--- src/rtl/bpt_pkg.sv ---
`timescale 1ns/1ps
package bpt_pkg;

   typedef enum logic [1:0] {
      WK_IDLE   = 2'd0,
      WK_COMMIT = 2'd1,
      WK_SQUASH = 2'd2,
      WK_FIX    = 2'd3
   } walk_t;

   typedef enum logic [1:0] {
      EV_NONE    = 2'd0,
      EV_COMMIT  = 2'd1,
      EV_SQUASH  = 2'd2,
      EV_MISPRED = 2'd3
   } ev_kind_t;

endpackage

--- src/rtl/bpt_pred_path.sv ---
`timescale 1ns/1ps
module bpt_pred_path #(
   parameter int PC_W       = 32,
   parameter int INST_BYTES = 4
) (
   input  logic            accept,
   input  logic            is_uncond,
   input  logic            is_ret,
   input  logic            is_call,
   input  logic [PC_W-1:0] pc,
   input  logic            dp_taken,
   input  logic            tb_hit,
   input  logic [PC_W-1:0] tb_tgt,
   input  logic [PC_W-1:0] rs_tgt,
   output logic            dp_lookup,
   output logic            dp_uncond,
   output logic            tb_lookup,
   output logic            taken,
   output logic [PC_W-1:0] target,
   output logic            rs_push,
   output logic [PC_W-1:0] rs_push_addr,
   output logic            rs_pop,
   output logic            used_rs,
   output logic            was_call
);
   localparam logic [PC_W-1:0] STEP = PC_W'(INST_BYTES);

   logic            dir;
   logic            take_ret;
   logic            take_tb;
   logic [PC_W-1:0] seq_pc;

   always_comb begin
      dir       = is_uncond | dp_taken;
      take_ret  = dir & is_ret;
      take_tb   = dir & ~is_ret & tb_hit;
      seq_pc    = pc + STEP;
      dp_lookup = accept & ~is_uncond;
      dp_uncond = accept & is_uncond;
      tb_lookup = accept & dir & ~is_ret;
      taken     = accept & (take_ret | take_tb);
      if (take_ret)
         target = rs_tgt;
      else if (take_tb)
         target = tb_tgt;
      else
         target = seq_pc;
      used_rs      = take_ret;
      was_call     = dir & ~is_ret & is_call;
      rs_push      = accept & was_call;
      rs_push_addr = seq_pc;
      rs_pop       = accept & take_ret;
   end
endmodule

--- src/rtl/bpt_thread_queue.sv ---
`timescale 1ns/1ps
module bpt_thread_queue #(
   parameter int DEPTH = 16,
   parameter int ENT_W = 8,
   parameter int CNT_W = $clog2(DEPTH + 1)
) (
   input  logic             clk,
   input  logic             rst_n,
   input  logic             push,
   input  logic [ENT_W-1:0] push_ent,
   input  logic             pop_old,
   input  logic             pop_young,
   output logic [CNT_W-1:0] count,
   output logic             full,
   output logic             empty,
   output logic [ENT_W-1:0] old_ent,
   output logic [ENT_W-1:0] young_ent
);
   localparam int PTR_W = (DEPTH > 1) ? $clog2(DEPTH) : 1;

   if (DEPTH < 2 || (DEPTH & (DEPTH - 1)) != 0) begin : g_bad_depth
      $error("bpt_thread_queue: DEPTH must be a power of two of at least 2");
   end
   if (CNT_W < $clog2(DEPTH + 1)) begin : g_bad_cnt
      $error("bpt_thread_queue: CNT_W too narrow for DEPTH");
   end

   logic [ENT_W-1:0] mem [DEPTH];
   logic [PTR_W-1:0] head;
   logic [PTR_W-1:0] tail;
   logic [PTR_W-1:0] tail_m1;

   always_comb begin
      tail_m1   = tail - 1'b1;
      full      = (count == CNT_W'(DEPTH));
      empty     = (count == '0);
      old_ent   = mem[head];
      young_ent = mem[tail_m1];
   end

   always_ff @(posedge clk) begin
      if (push) mem[tail] <= push_ent;
   end

   always_ff @(posedge clk) begin
      if (!rst_n) begin
         head  <= '0;
         tail  <= '0;
         count <= '0;
      end else begin
         if (pop_old) head <= head + 1'b1;
         if (push)
            tail <= tail + 1'b1;
         else if (pop_young)
            tail <= tail_m1;
         case ({push, pop_old | pop_young})
            2'b10:   count <= count + 1'b1;
            2'b01:   count <= count - 1'b1;
            default: count <= count;
         endcase
      end
   end
endmodule

--- src/rtl/bpt_walker.sv ---
`timescale 1ns/1ps
module bpt_walker
   import bpt_pkg::*;
#(
   parameter int PC_W     = 32,
   parameter int SEQ_W    = 16,
   parameter int RS_IDX_W = 4,
   parameter int TID_W    = 1,
   parameter int RC_W     = 16
) (
   input  logic                clk,
   input  logic                rst_n,
   input  logic                ev_valid,
   input  logic [1:0]          ev_kind,
   input  logic [TID_W-1:0]    ev_tid,
   input  logic [SEQ_W-1:0]    ev_seq,
   input  logic                ev_taken,
   input  logic [PC_W-1:0]     ev_target,
   input  logic                sel_empty,
   input  logic [SEQ_W-1:0]    old_seq,
   input  logic [PC_W-1:0]     old_pc,
   input  logic                old_taken,
   input  logic [SEQ_W-1:0]    young_seq,
   input  logic [PC_W-1:0]     young_pc,
   input  logic                young_used_rs,
   input  logic                young_was_call,
   input  logic [RS_IDX_W-1:0] young_rs_idx,
   input  logic [PC_W-1:0]     young_rs_tgt,
   output logic [TID_W-1:0]    wtid,
   output logic                busy,
   output logic                block,
   output logic                pop_old,
   output logic                pop_young,
   output logic                train_valid,
   output logic [PC_W-1:0]     train_pc,
   output logic                train_taken,
   output logic                tbw_valid,
   output logic [PC_W-1:0]     tbw_pc,
   output logic [PC_W-1:0]     tbw_target,
   output logic                rs_pop,
   output logic                rs_restore,
   output logic [RS_IDX_W-1:0] rs_restore_idx,
   output logic [PC_W-1:0]     rs_restore_tgt,
   output logic [RC_W-1:0]     wrong_count
);
   walk_t           state;
   walk_t           nxt;
   logic [SEQ_W-1:0] wseq;
   logic            wmis;
   logic            wtaken;
   logic [PC_W-1:0] wtarget;
   logic            start;
   logic            inc;
   ev_kind_t        kind;

   always_comb begin
      kind  = ev_kind_t'(ev_kind);
      start = (state == WK_IDLE) && ev_valid && (kind != EV_NONE);
      busy  = (state != WK_IDLE);
      block = (state == WK_SQUASH) || (state == WK_FIX);
      nxt            = state;
      pop_old        = 1'b0;
      pop_young      = 1'b0;
      train_valid    = 1'b0;
      train_pc       = old_pc;
      train_taken    = old_taken;
      tbw_valid      = 1'b0;
      tbw_pc         = young_pc;
      tbw_target     = wtarget;
      rs_pop         = 1'b0;
      rs_restore     = 1'b0;
      rs_restore_idx = young_rs_idx;
      rs_restore_tgt = young_rs_tgt;
      inc            = 1'b0;
      case (state)
         WK_IDLE: begin
            if (start) nxt = (kind == EV_COMMIT) ? WK_COMMIT : WK_SQUASH;
         end
         WK_COMMIT: begin
            if (!sel_empty && (old_seq <= wseq)) begin
               pop_old     = 1'b1;
               train_valid = 1'b1;
            end else begin
               nxt = WK_IDLE;
            end
         end
         WK_SQUASH: begin
            if (!sel_empty && (young_seq > wseq)) begin
               pop_young  = 1'b1;
               rs_restore = young_used_rs;
               rs_pop     = ~young_used_rs & young_was_call;
            end else begin
               nxt = wmis ? WK_FIX : WK_IDLE;
            end
         end
         WK_FIX: begin
            if (!sel_empty) begin
               pop_young   = 1'b1;
               train_valid = 1'b1;
               train_pc    = young_pc;
               train_taken = wtaken;
               tbw_valid   = 1'b1;
               inc         = young_used_rs;
            end
            nxt = WK_IDLE;
         end
         default: nxt = WK_IDLE;
      endcase
   end

   always_ff @(posedge clk) begin
      if (!rst_n) begin
         state       <= WK_IDLE;
         wtid        <= '0;
         wseq        <= '0;
         wmis        <= 1'b0;
         wtaken      <= 1'b0;
         wtarget     <= '0;
         wrong_count <= '0;
      end else begin
         state <= nxt;
         if (start) begin
            wtid    <= ev_tid;
            wseq    <= ev_seq;
            wmis    <= (kind == EV_MISPRED);
            wtaken  <= ev_taken;
            wtarget <= ev_target;
         end
         if (inc) wrong_count <= wrong_count + 1'b1;
      end
   end
endmodule

--- src/rtl/bpred_track_ctrl.sv ---
`timescale 1ns/1ps
module bpred_track_ctrl #(
   parameter int THREADS    = 2,
   parameter int DEPTH      = 16,
   parameter int PC_W       = 32,
   parameter int SEQ_W      = 16,
   parameter int RS_IDX_W   = 4,
   parameter int INST_BYTES = 4,
   parameter int RC_W       = 16,
   parameter int TID_W      = (THREADS > 1) ? $clog2(THREADS) : 1
) (
   input  logic                clk,
   input  logic                rst_n,
   input  logic                pred_valid,
   input  logic [TID_W-1:0]    pred_tid,
   input  logic [SEQ_W-1:0]    pred_seq,
   input  logic [PC_W-1:0]     pred_pc,
   input  logic                pred_is_uncond,
   input  logic                pred_is_ret,
   input  logic                pred_is_call,
   output logic                pred_taken,
   output logic [PC_W-1:0]     pred_target,
   output logic [THREADS-1:0]  stall,
   input  logic                ev_valid,
   input  logic [1:0]          ev_kind,
   input  logic [TID_W-1:0]    ev_tid,
   input  logic [SEQ_W-1:0]    ev_seq,
   input  logic                ev_taken,
   input  logic [PC_W-1:0]     ev_target,
   output logic                evt_busy,
   output logic                dp_lookup_valid,
   output logic [PC_W-1:0]     dp_lookup_pc,
   input  logic                dp_lookup_taken,
   output logic                dp_uncond_valid,
   output logic                dp_train_valid,
   output logic [PC_W-1:0]     dp_train_pc,
   output logic                dp_train_taken,
   output logic                tb_lookup_valid,
   output logic [PC_W-1:0]     tb_lookup_pc,
   output logic [TID_W-1:0]    tb_lookup_tid,
   input  logic                tb_hit,
   input  logic [PC_W-1:0]     tb_target,
   output logic                tb_write_valid,
   output logic [PC_W-1:0]     tb_write_pc,
   output logic [TID_W-1:0]    tb_write_tid,
   output logic [PC_W-1:0]     tb_write_target,
   output logic [TID_W-1:0]    rs_tid,
   input  logic [RS_IDX_W-1:0] rs_top_idx,
   input  logic [PC_W-1:0]     rs_top_target,
   output logic                rs_push_valid,
   output logic [PC_W-1:0]     rs_push_addr,
   output logic                rs_pop_valid,
   output logic                rs_restore_valid,
   output logic [RS_IDX_W-1:0] rs_restore_idx,
   output logic [PC_W-1:0]     rs_restore_target,
   output logic [RC_W-1:0]     rs_wrong_count
);
   // entry layout, low to high: checkpoint target, checkpoint index,
   // call flag, return-stack flag, direction, pc, sequence number
   localparam int O_IDX  = PC_W;
   localparam int O_CALL = O_IDX + RS_IDX_W;
   localparam int O_URS  = O_CALL + 1;
   localparam int O_TK   = O_URS + 1;
   localparam int O_PC   = O_TK + 1;
   localparam int O_SEQ  = O_PC + PC_W;
   localparam int ENT_W  = O_SEQ + SEQ_W;
   localparam int QC_W   = $clog2(DEPTH + 1);

   if (THREADS < 1 || (1 << TID_W) < THREADS) begin : g_bad_threads
      $error("bpred_track_ctrl: TID_W cannot address THREADS");
   end
   if (INST_BYTES < 1 || PC_W < 2 || SEQ_W < 1 || RS_IDX_W < 1) begin : g_bad_width
      $error("bpred_track_ctrl: illegal width parameter");
   end

   logic                            tid_ok;
   logic                            accept;
   logic                            pp_rs_pop;
   logic                            pp_used_rs;
   logic                            pp_was_call;
   logic [ENT_W-1:0]                new_ent;
   logic [THREADS-1:0]              q_full;
   logic [THREADS-1:0]              q_empty;
   logic [THREADS-1:0][QC_W-1:0]    q_count;
   logic [THREADS-1:0][ENT_W-1:0]   q_old;
   logic [THREADS-1:0][ENT_W-1:0]   q_young;
   logic [ENT_W-1:0]                sel_old;
   logic [ENT_W-1:0]                sel_young;
   logic [TID_W-1:0]                wtid;
   logic                            wk_block;
   logic                            wk_pop_old;
   logic                            wk_pop_young;
   logic                            wk_rs_pop;

   always_comb begin
      tid_ok = (32'(pred_tid) < THREADS);
      stall  = q_full | {THREADS{wk_block}};
      accept = pred_valid & tid_ok & ~(tid_ok ? stall[pred_tid] : 1'b1);
   end

   bpt_pred_path #(
      .PC_W       (PC_W),
      .INST_BYTES (INST_BYTES)
   ) u_pred_path (
      .accept       (accept),
      .is_uncond    (pred_is_uncond),
      .is_ret       (pred_is_ret),
      .is_call      (pred_is_call),
      .pc           (pred_pc),
      .dp_taken     (dp_lookup_taken),
      .tb_hit       (tb_hit),
      .tb_tgt       (tb_target),
      .rs_tgt       (rs_top_target),
      .dp_lookup    (dp_lookup_valid),
      .dp_uncond    (dp_uncond_valid),
      .tb_lookup    (tb_lookup_valid),
      .taken        (pred_taken),
      .target       (pred_target),
      .rs_push      (rs_push_valid),
      .rs_push_addr (rs_push_addr),
      .rs_pop       (pp_rs_pop),
      .used_rs      (pp_used_rs),
      .was_call     (pp_was_call)
   );

   always_comb begin
      dp_lookup_pc  = pred_pc;
      tb_lookup_pc  = pred_pc;
      tb_lookup_tid = pred_tid;
      new_ent = {pred_seq, pred_pc, pred_taken, pp_used_rs, pp_was_call,
                 rs_top_idx, rs_top_target};
   end

   for (genvar t = 0; t < THREADS; t++) begin : g_thread
      bpt_thread_queue #(
         .DEPTH (DEPTH),
         .ENT_W (ENT_W),
         .CNT_W (QC_W)
      ) u_queue (
         .clk       (clk),
         .rst_n     (rst_n),
         .push      (accept && (32'(pred_tid) == t)),
         .push_ent  (new_ent),
         .pop_old   (wk_pop_old && (32'(wtid) == t)),
         .pop_young (wk_pop_young && (32'(wtid) == t)),
         .count     (q_count[t]),
         .full      (q_full[t]),
         .empty     (q_empty[t]),
         .old_ent   (q_old[t]),
         .young_ent (q_young[t])
      );
   end

   always_comb begin
      sel_old   = q_old[0];
      sel_young = q_young[0];
      for (int t = 1; t < THREADS; t++) begin
         if (32'(wtid) == t) begin
            sel_old   = q_old[t];
            sel_young = q_young[t];
         end
      end
   end

   bpt_walker #(
      .PC_W     (PC_W),
      .SEQ_W    (SEQ_W),
      .RS_IDX_W (RS_IDX_W),
      .TID_W    (TID_W),
      .RC_W     (RC_W)
   ) u_walker (
      .clk            (clk),
      .rst_n          (rst_n),
      .ev_valid       (ev_valid),
      .ev_kind        (ev_kind),
      .ev_tid         (ev_tid),
      .ev_seq         (ev_seq),
      .ev_taken       (ev_taken),
      .ev_target      (ev_target),
      .sel_empty      (q_empty[wtid]),
      .old_seq        (sel_old[O_SEQ +: SEQ_W]),
      .old_pc         (sel_old[O_PC +: PC_W]),
      .old_taken      (sel_old[O_TK]),
      .young_seq      (sel_young[O_SEQ +: SEQ_W]),
      .young_pc       (sel_young[O_PC +: PC_W]),
      .young_used_rs  (sel_young[O_URS]),
      .young_was_call (sel_young[O_CALL]),
      .young_rs_idx   (sel_young[O_IDX +: RS_IDX_W]),
      .young_rs_tgt   (sel_young[0 +: PC_W]),
      .wtid           (wtid),
      .busy           (evt_busy),
      .block          (wk_block),
      .pop_old        (wk_pop_old),
      .pop_young      (wk_pop_young),
      .train_valid    (dp_train_valid),
      .train_pc       (dp_train_pc),
      .train_taken    (dp_train_taken),
      .tbw_valid      (tb_write_valid),
      .tbw_pc         (tb_write_pc),
      .tbw_target     (tb_write_target),
      .rs_pop         (wk_rs_pop),
      .rs_restore     (rs_restore_valid),
      .rs_restore_idx (rs_restore_idx),
      .rs_restore_tgt (rs_restore_target),
      .wrong_count    (rs_wrong_count)
   );

   always_comb begin
      tb_write_tid = wtid;
      rs_pop_valid = pp_rs_pop | wk_rs_pop;
      rs_tid       = wk_block ? wtid : pred_tid;
   end
endmodule

--- config.mk ---
export PLATFORM = sky130hd
export DESIGN_NAME = bpred_track_ctrl
export DESIGN_NICKNAME = d
export VERILOG_FILES = /design/src/rtl/bpt_pkg.sv /design/src/rtl/bpt_pred_path.sv /design/src/rtl/bpt_thread_queue.sv /design/src/rtl/bpt_walker.sv /design/src/rtl/bpred_track_ctrl.sv
export SDC_FILE = /design/constraint.sdc
export NUM_CORES = 2
export LEC_CHECK = 0
export ABC_AREA = 0
export BUFFER_PORTS_ARGS = -buffer_cell sky130_fd_sc_hd__buf_2
export CORE_MARGIN = 2
export CORE_UTILIZATION = 25
export DETAILED_ROUTE_END_ITERATION = 8
export GPL_TIMING_DRIVEN = 0
export SLEW_MARGIN = 0
export SYNTH_ARGS = -nofsm -noshare
export SYNTH_HDL_FRONTEND = slang
export SYNTH_SLANG_ARGS = --single-unit
--- constraint.sdc ---
create_clock -name clk -period 9.5 [get_ports clk]
set_clock_uncertainty 0.05 [all_clocks]
set_input_delay 0.95 -clock clk [delete_from_list [all_inputs] [get_ports clk]]
set_output_delay 0.95 -clock clk [all_outputs]
set_load 0.02 [all_outputs]
==> results.md <==
- The run finished, with violations left.
- The final reports fail on capacitance limit, slew limit.
- The final cell area excluding filler cells is between 100000 and 150000 sq um.
- The first routing iteration left 9346 violations.
- The clock root buffer master is clkbuf_16.
- The post-synthesis instance area is approximately 120000 sq um.
- The number of buffers inserted to repair setup after CTS is 0.
- For the worst setup path, the data arrival time is just over 8 ns.
- The number of buffers inserted by port buffering is between 400 and 500.
- The layer flagged by global routing as most heavily used is met2.
- The switching share of power is 25.2%.
- The via count of the first global-routing pass came to just over 70000.
- For this run, the number of Yosys warnings is 0.
- In this run the static leakage power is about 46 nW.
- The number of design rule violations left after detail routing is 0.
- The power density over the cells is around 200 nW/um^2.
- After synthesis, the share of flip-flops with an asynchronous set or reset is 0%.
- The maximum number of pins on one net before global-route repair is 41.
- The number of instances on the worst hold path is 3.
- Per report_power, the sequential group accounts for a little under half of the total.
- The data required time at the worst endpoint is 8.50 ns.
- The overall overflow remaining after global route is 0.
- The post-synthesis share of cell area spent on and, or, nand and nor gates is 2.65%.
- The first global-routing pass estimated ~580000 um of wire.
- The level count of the clock H-tree is 5.
- The tightest hold path in the finished design has a slack of approximately 0.22 ns.
- The worst-skew pair later-pin latency is roughly 0.94 ns.
- The number of antenna violations at the first check in global routing is 52.
- The per-cell via count in the routed design is about 5.0.
- In this run the count of I/O pins placed on the die edge is 470.
- The worst register-to-register path has a depth of 30.
- The class of the worst hold path is in2reg.
- The maximum vdd drop is 0.158 mV.
- Dividing the detail-routed wire length by the instance count gives roughly 31 um.
- The source of the worst hold timing path is ev_target[26].
- The number of setup violations in the final report is 0.
- Leaving out fill and tap cells, the most frequent cell in the layout is edfxtp_1.
- The met1 capacity usage during global routing is 20.2%.
- For this configuration, the core starts out at a cell density of around a quarter.
- The post-synthesis cell count is between 5000 and 6000.
- The die covers roughly 500000 sq um.
- The worst slew margin relative to its limit is -0.236%.
- In this run, post-CTS repair resized a total of 33 instances.
- The largest fanout on the critical path is 19.
- The area growth from synthesis to layout is 20.3%.
- The area of the core region is between 400000 and 500000 sq um.
- Counting the buffers created by CTS gives 309.
- The weighted congestion reported at the end of routability-driven placement is ~0.86.
- The worst setup path is captured at an output pin.
- In the global route stage, overall resource usage came out at approximately 16%.
- The number of nets in the synthesized netlist is a little over 6000.
- The final-report max-slew violation count was 10.
- For met2 alone, demand over resource in global routing was 28.1%.
- The post-placement cell area is around 140000 sq um.
- TritonCTS built the clock tree.
- The count of fill cells added during filler insertion is about 48000.
- The worst path needs approximately 9 ns of the cycle, external delays included.
- The type of element launching the critical path is a flop.
- The worst setup path category is reg2out.
- The number of violations of the max-capacitance limit is 1.
- The multiplexer share of the synthesized area is roughly 25%.
- The clock net sink count is 2887.
- The portion of total power attributed to combinational logic is between 10% and 20%.
- In this run the critical register-to-register path is launched from g_thread[0].u_queue.tail[0].
- The share of total power dissipated in the clock network is between 40% and 50%.
- The number of hold buffers added after CTS was 0.
- Dividing the final minimum period by the clock period gives a little over nine tenths.
- Yosys mapped a number of flops with a built-in enable equal to 2784.
- Setup repair after global routing left no endpoint under its margin.
- The number of storage elements in the synthesis netlist is between 2000 and 3000.
- After Yosys synthesis, full adders, half adders and majority gates account for 0.533% of the synthesized area.
- The sequential fraction of the synthesis area is between 60% and 70%.
- The clock passes through at most 4 buffers.
- Counting distinct cell types in the post-synthesis netlist gives between 50 and 60.
- Averaged over all synthesized cells, the footprint is roughly 21 sq um.
- The number of search-and-repair iterations in the first detailed-routing pass is 6.
- Based on the critical path, the design can be clocked at up to around 0.11 GHz.
- The net count of the finished layout is slightly above 7000.
- In the global route stage, met3 resource usage came out at 3.50%.
- The count of vias placed by the detailed router is 69600.
- The die extent in y is just over 700 um.
- The die boundary width is ~710 um.
- The dominant combinational cell family by area after synthesis is multiplexers.
- The end of the worst register-to-register path is g_thread[0].u_queue.count[4].
- The capture endpoint of the worst hold path is u_walker.tbw_target[26].
- Among all flip-flop cells after synthesis, the most frequent one is edfxtp_1.
- The worst-case register-to-register setup slack is between 0.3 and 0.4 ns.
- The final antenna-violating net count is 0.
- Summed over all nets, the switching power comes to between 0.007 and 0.008 W.
- Summed over all nets, the half-perimeter wirelength after detailed placement is approximately 310000 um.
- Summing the areas of all compound-gate instances in the mapped netlist gives approximately 1.0% of the synthesized area.
- Internal power comes to around 0.023 W.
- The total length of routed wires is roughly 430000 um.
- The proportion of layout cells with a drive suffix above 1 is between 30% and 40%.
- The xor and xnor fraction of the mapped netlist area is less than 1%.
- The library cells used most frequently in the layout, excluding fill and tap cells, are edfxtp_1 (2784), mux4_2 (1346), buf_2 (618), nand2_1 (528), clkbuf_16 (315).
- The transition time of the tightest slew-check pin is between 1.5 and 2 ns.
- After floorplanning, the core was divided into about 260 placement rows.
- The hold violation total from the final report is 0.
- The clock-pin slew on the worst setup and hold paths is 0.06 ns.
-- critical path: stages, from the launching register on --
cell and delay [ns]:
dfxtp_1 0.40, buf_2 0.27, buf_6 0.23, buf_6 0.24, buf_6 0.38, inv_1 0.24, ha_4 0.50, buf_4 0.34
buf_4 0.38, clkdlybuf4s15_2 0.54, mux4_2 0.38, mux4_2 0.53, nand2_1 0.11, nand2_1 0.11, ha_1 0.35, nand4_1 0.16
or4_1 0.63, a21oi_1 0.25, o31ai_2 0.11, buf_4 0.20, o32ai_4 0.57, buf_2 0.27
-- cell usage after synthesis, drive strengths merged (2+ instances only) --
library cell  instances  share of area (%)
inv                  34               0.10
xnor2                25               0.18
nand3                27               0.11
mux2                  3              0.027
a2bb2oi               2              0.014
nor2                119               0.36
dfxtp               103                1.7
buf                 291                1.3
o22ai                 3              0.015
xor2                 28               0.20
o21ai                32               0.13
mux4               1346                 24
edfxtp             2784                 67
nor2b                 9              0.045
o31a                  4              0.028
ha                   53               0.53
or4b                  2              0.016
or2                   3              0.015
and4                  7              0.049
or4                   3              0.018
a211oi                5              0.030
nor3                 14              0.056
mux2i                48               0.39
and3                 12              0.060
o2111a                3              0.027
a31oi                34               0.17
nor4                  8              0.045
nand4                20               0.10
a221oi                2              0.014
nand2b               16              0.080
nand2               528                1.6
and2                  8              0.040
clkbuf              159               0.48
a21o                  6              0.036
o211ai                2              0.012
or3                   7              0.035
a21oi               109               0.44
a22oi                 3              0.018
o21a                  4              0.024
-- cell families (layout without fill, tap and decap cells) --
kind of cell / count (synthesis) / after routing
other: 0 / 27
flip-flops: 2887 / 2887
AND/OR/NAND/NOR: 787 / 787
AO/OA/AOI/OAI: 217 / 217
buffers and inverters: 484 / 1743
multiplexers: 1397 / 1397
adder cells (fa/ha/maj): 53 / 53
XOR/XNOR: 53 / 53
-- power groups by stage --
| stage | sequential, W | combinational, W | clock, W |
|---|---|---|---|
| finish | 0.0141 | 0.00380 | 0.0123 |
| global route | 0.0141 | 0.00398 | 0.0129 |
| CTS | 0.0141 | 0.00384 | 0.0125 |
| detailed placement | 0.0144 | 0.00382 | 0 |
| global placement | 0.0144 | 0.00372 | 0 |
| floorplan | 0.0144 | 0.00206 | 0 |
-- per-stage QoR --
| stage | util (%) | setup slack, ns | std cells | power (W) | setup TNS, ns |
|---|---|---|---|---|---|
| 2_1_floorplan | - | 1.09 | 5878 | 0.0164 | 0 |
| 5_1_grt | 30.2 | 0.0196 | 13800 | 0.0310 | 0 |
| 4_1_cts | 30.1 | 0.0365 | 13800 | 0.0304 | 0 |
| 6_report | 30.2 | 0.256 | 13800 | 0.0302 | 0 |
| 3_3_place_gp | 27.2 | -9.85 | 13000 | 0.0181 | - |
| 3_5_place_dp | 28.1 | -2.19 | 13200 | 0.0182 | -22.82 |
-- state kept, by name, indices dropped and copies added, names as in the netlist, 2 cells and up, named ones only --
signal	cells
g_thread.u_queue.tail	8
u_walker.wseq	16
g_thread.u_queue.mem	2784
u_walker.tbw_target	32
u_walker.state	2
g_thread.u_queue.count	10
g_thread.u_queue.head	8
u_walker.wrong_count	16
-- routing by layer --
metal	routed length (um)	vias up	part of all wire (%)
met3	39800	837	9.3
met5	182	-	0.042
met1	157000	37600	37
met4	21400	28	5.0
li1	-	27000	-
met2	211000	4114	49
-- final cells by class --
cell class / instances / area [sq um] / share of cell area (%)
timing repair buffer: 706 / 6410 / 4.28
antenna: 27 / 67.6 / 0.0451
clock buffer: 384 / 8180 / 5.46
tap: 6655 / 8330 / 5.56
sequential: 2887 / 85700 / 57.2
multi-input combinational: 2507 / 36800 / 24.6
buffer: 445 / 2260 / 1.51
clock inverter: 174 / 1970 / 1.32
inverter: 34 / 128 / 0.0852
-- worst max path at each step --
stage | start | to | cells past startpoint
2_1_floorplan | pred_valid | g_thread[0].u_queue.mem[3][0] | 4
3_3_place_gp | pred_valid | g_thread[0].u_queue.mem[2][49] | 5
3_5_place_dp | g_thread[1].u_queue.tail[0] | g_thread[0].u_queue.count[4] | 31
4_1_cts | g_thread[1].u_queue.tail[0] | rs_pop_valid | 20
5_1_grt | g_thread[0].u_queue.tail[0] | rs_pop_valid | 21
6_report | g_thread[0].u_queue.tail[0] | rs_pop_valid | 21
No activity file was read; power rests on OpenSTA's default activity.
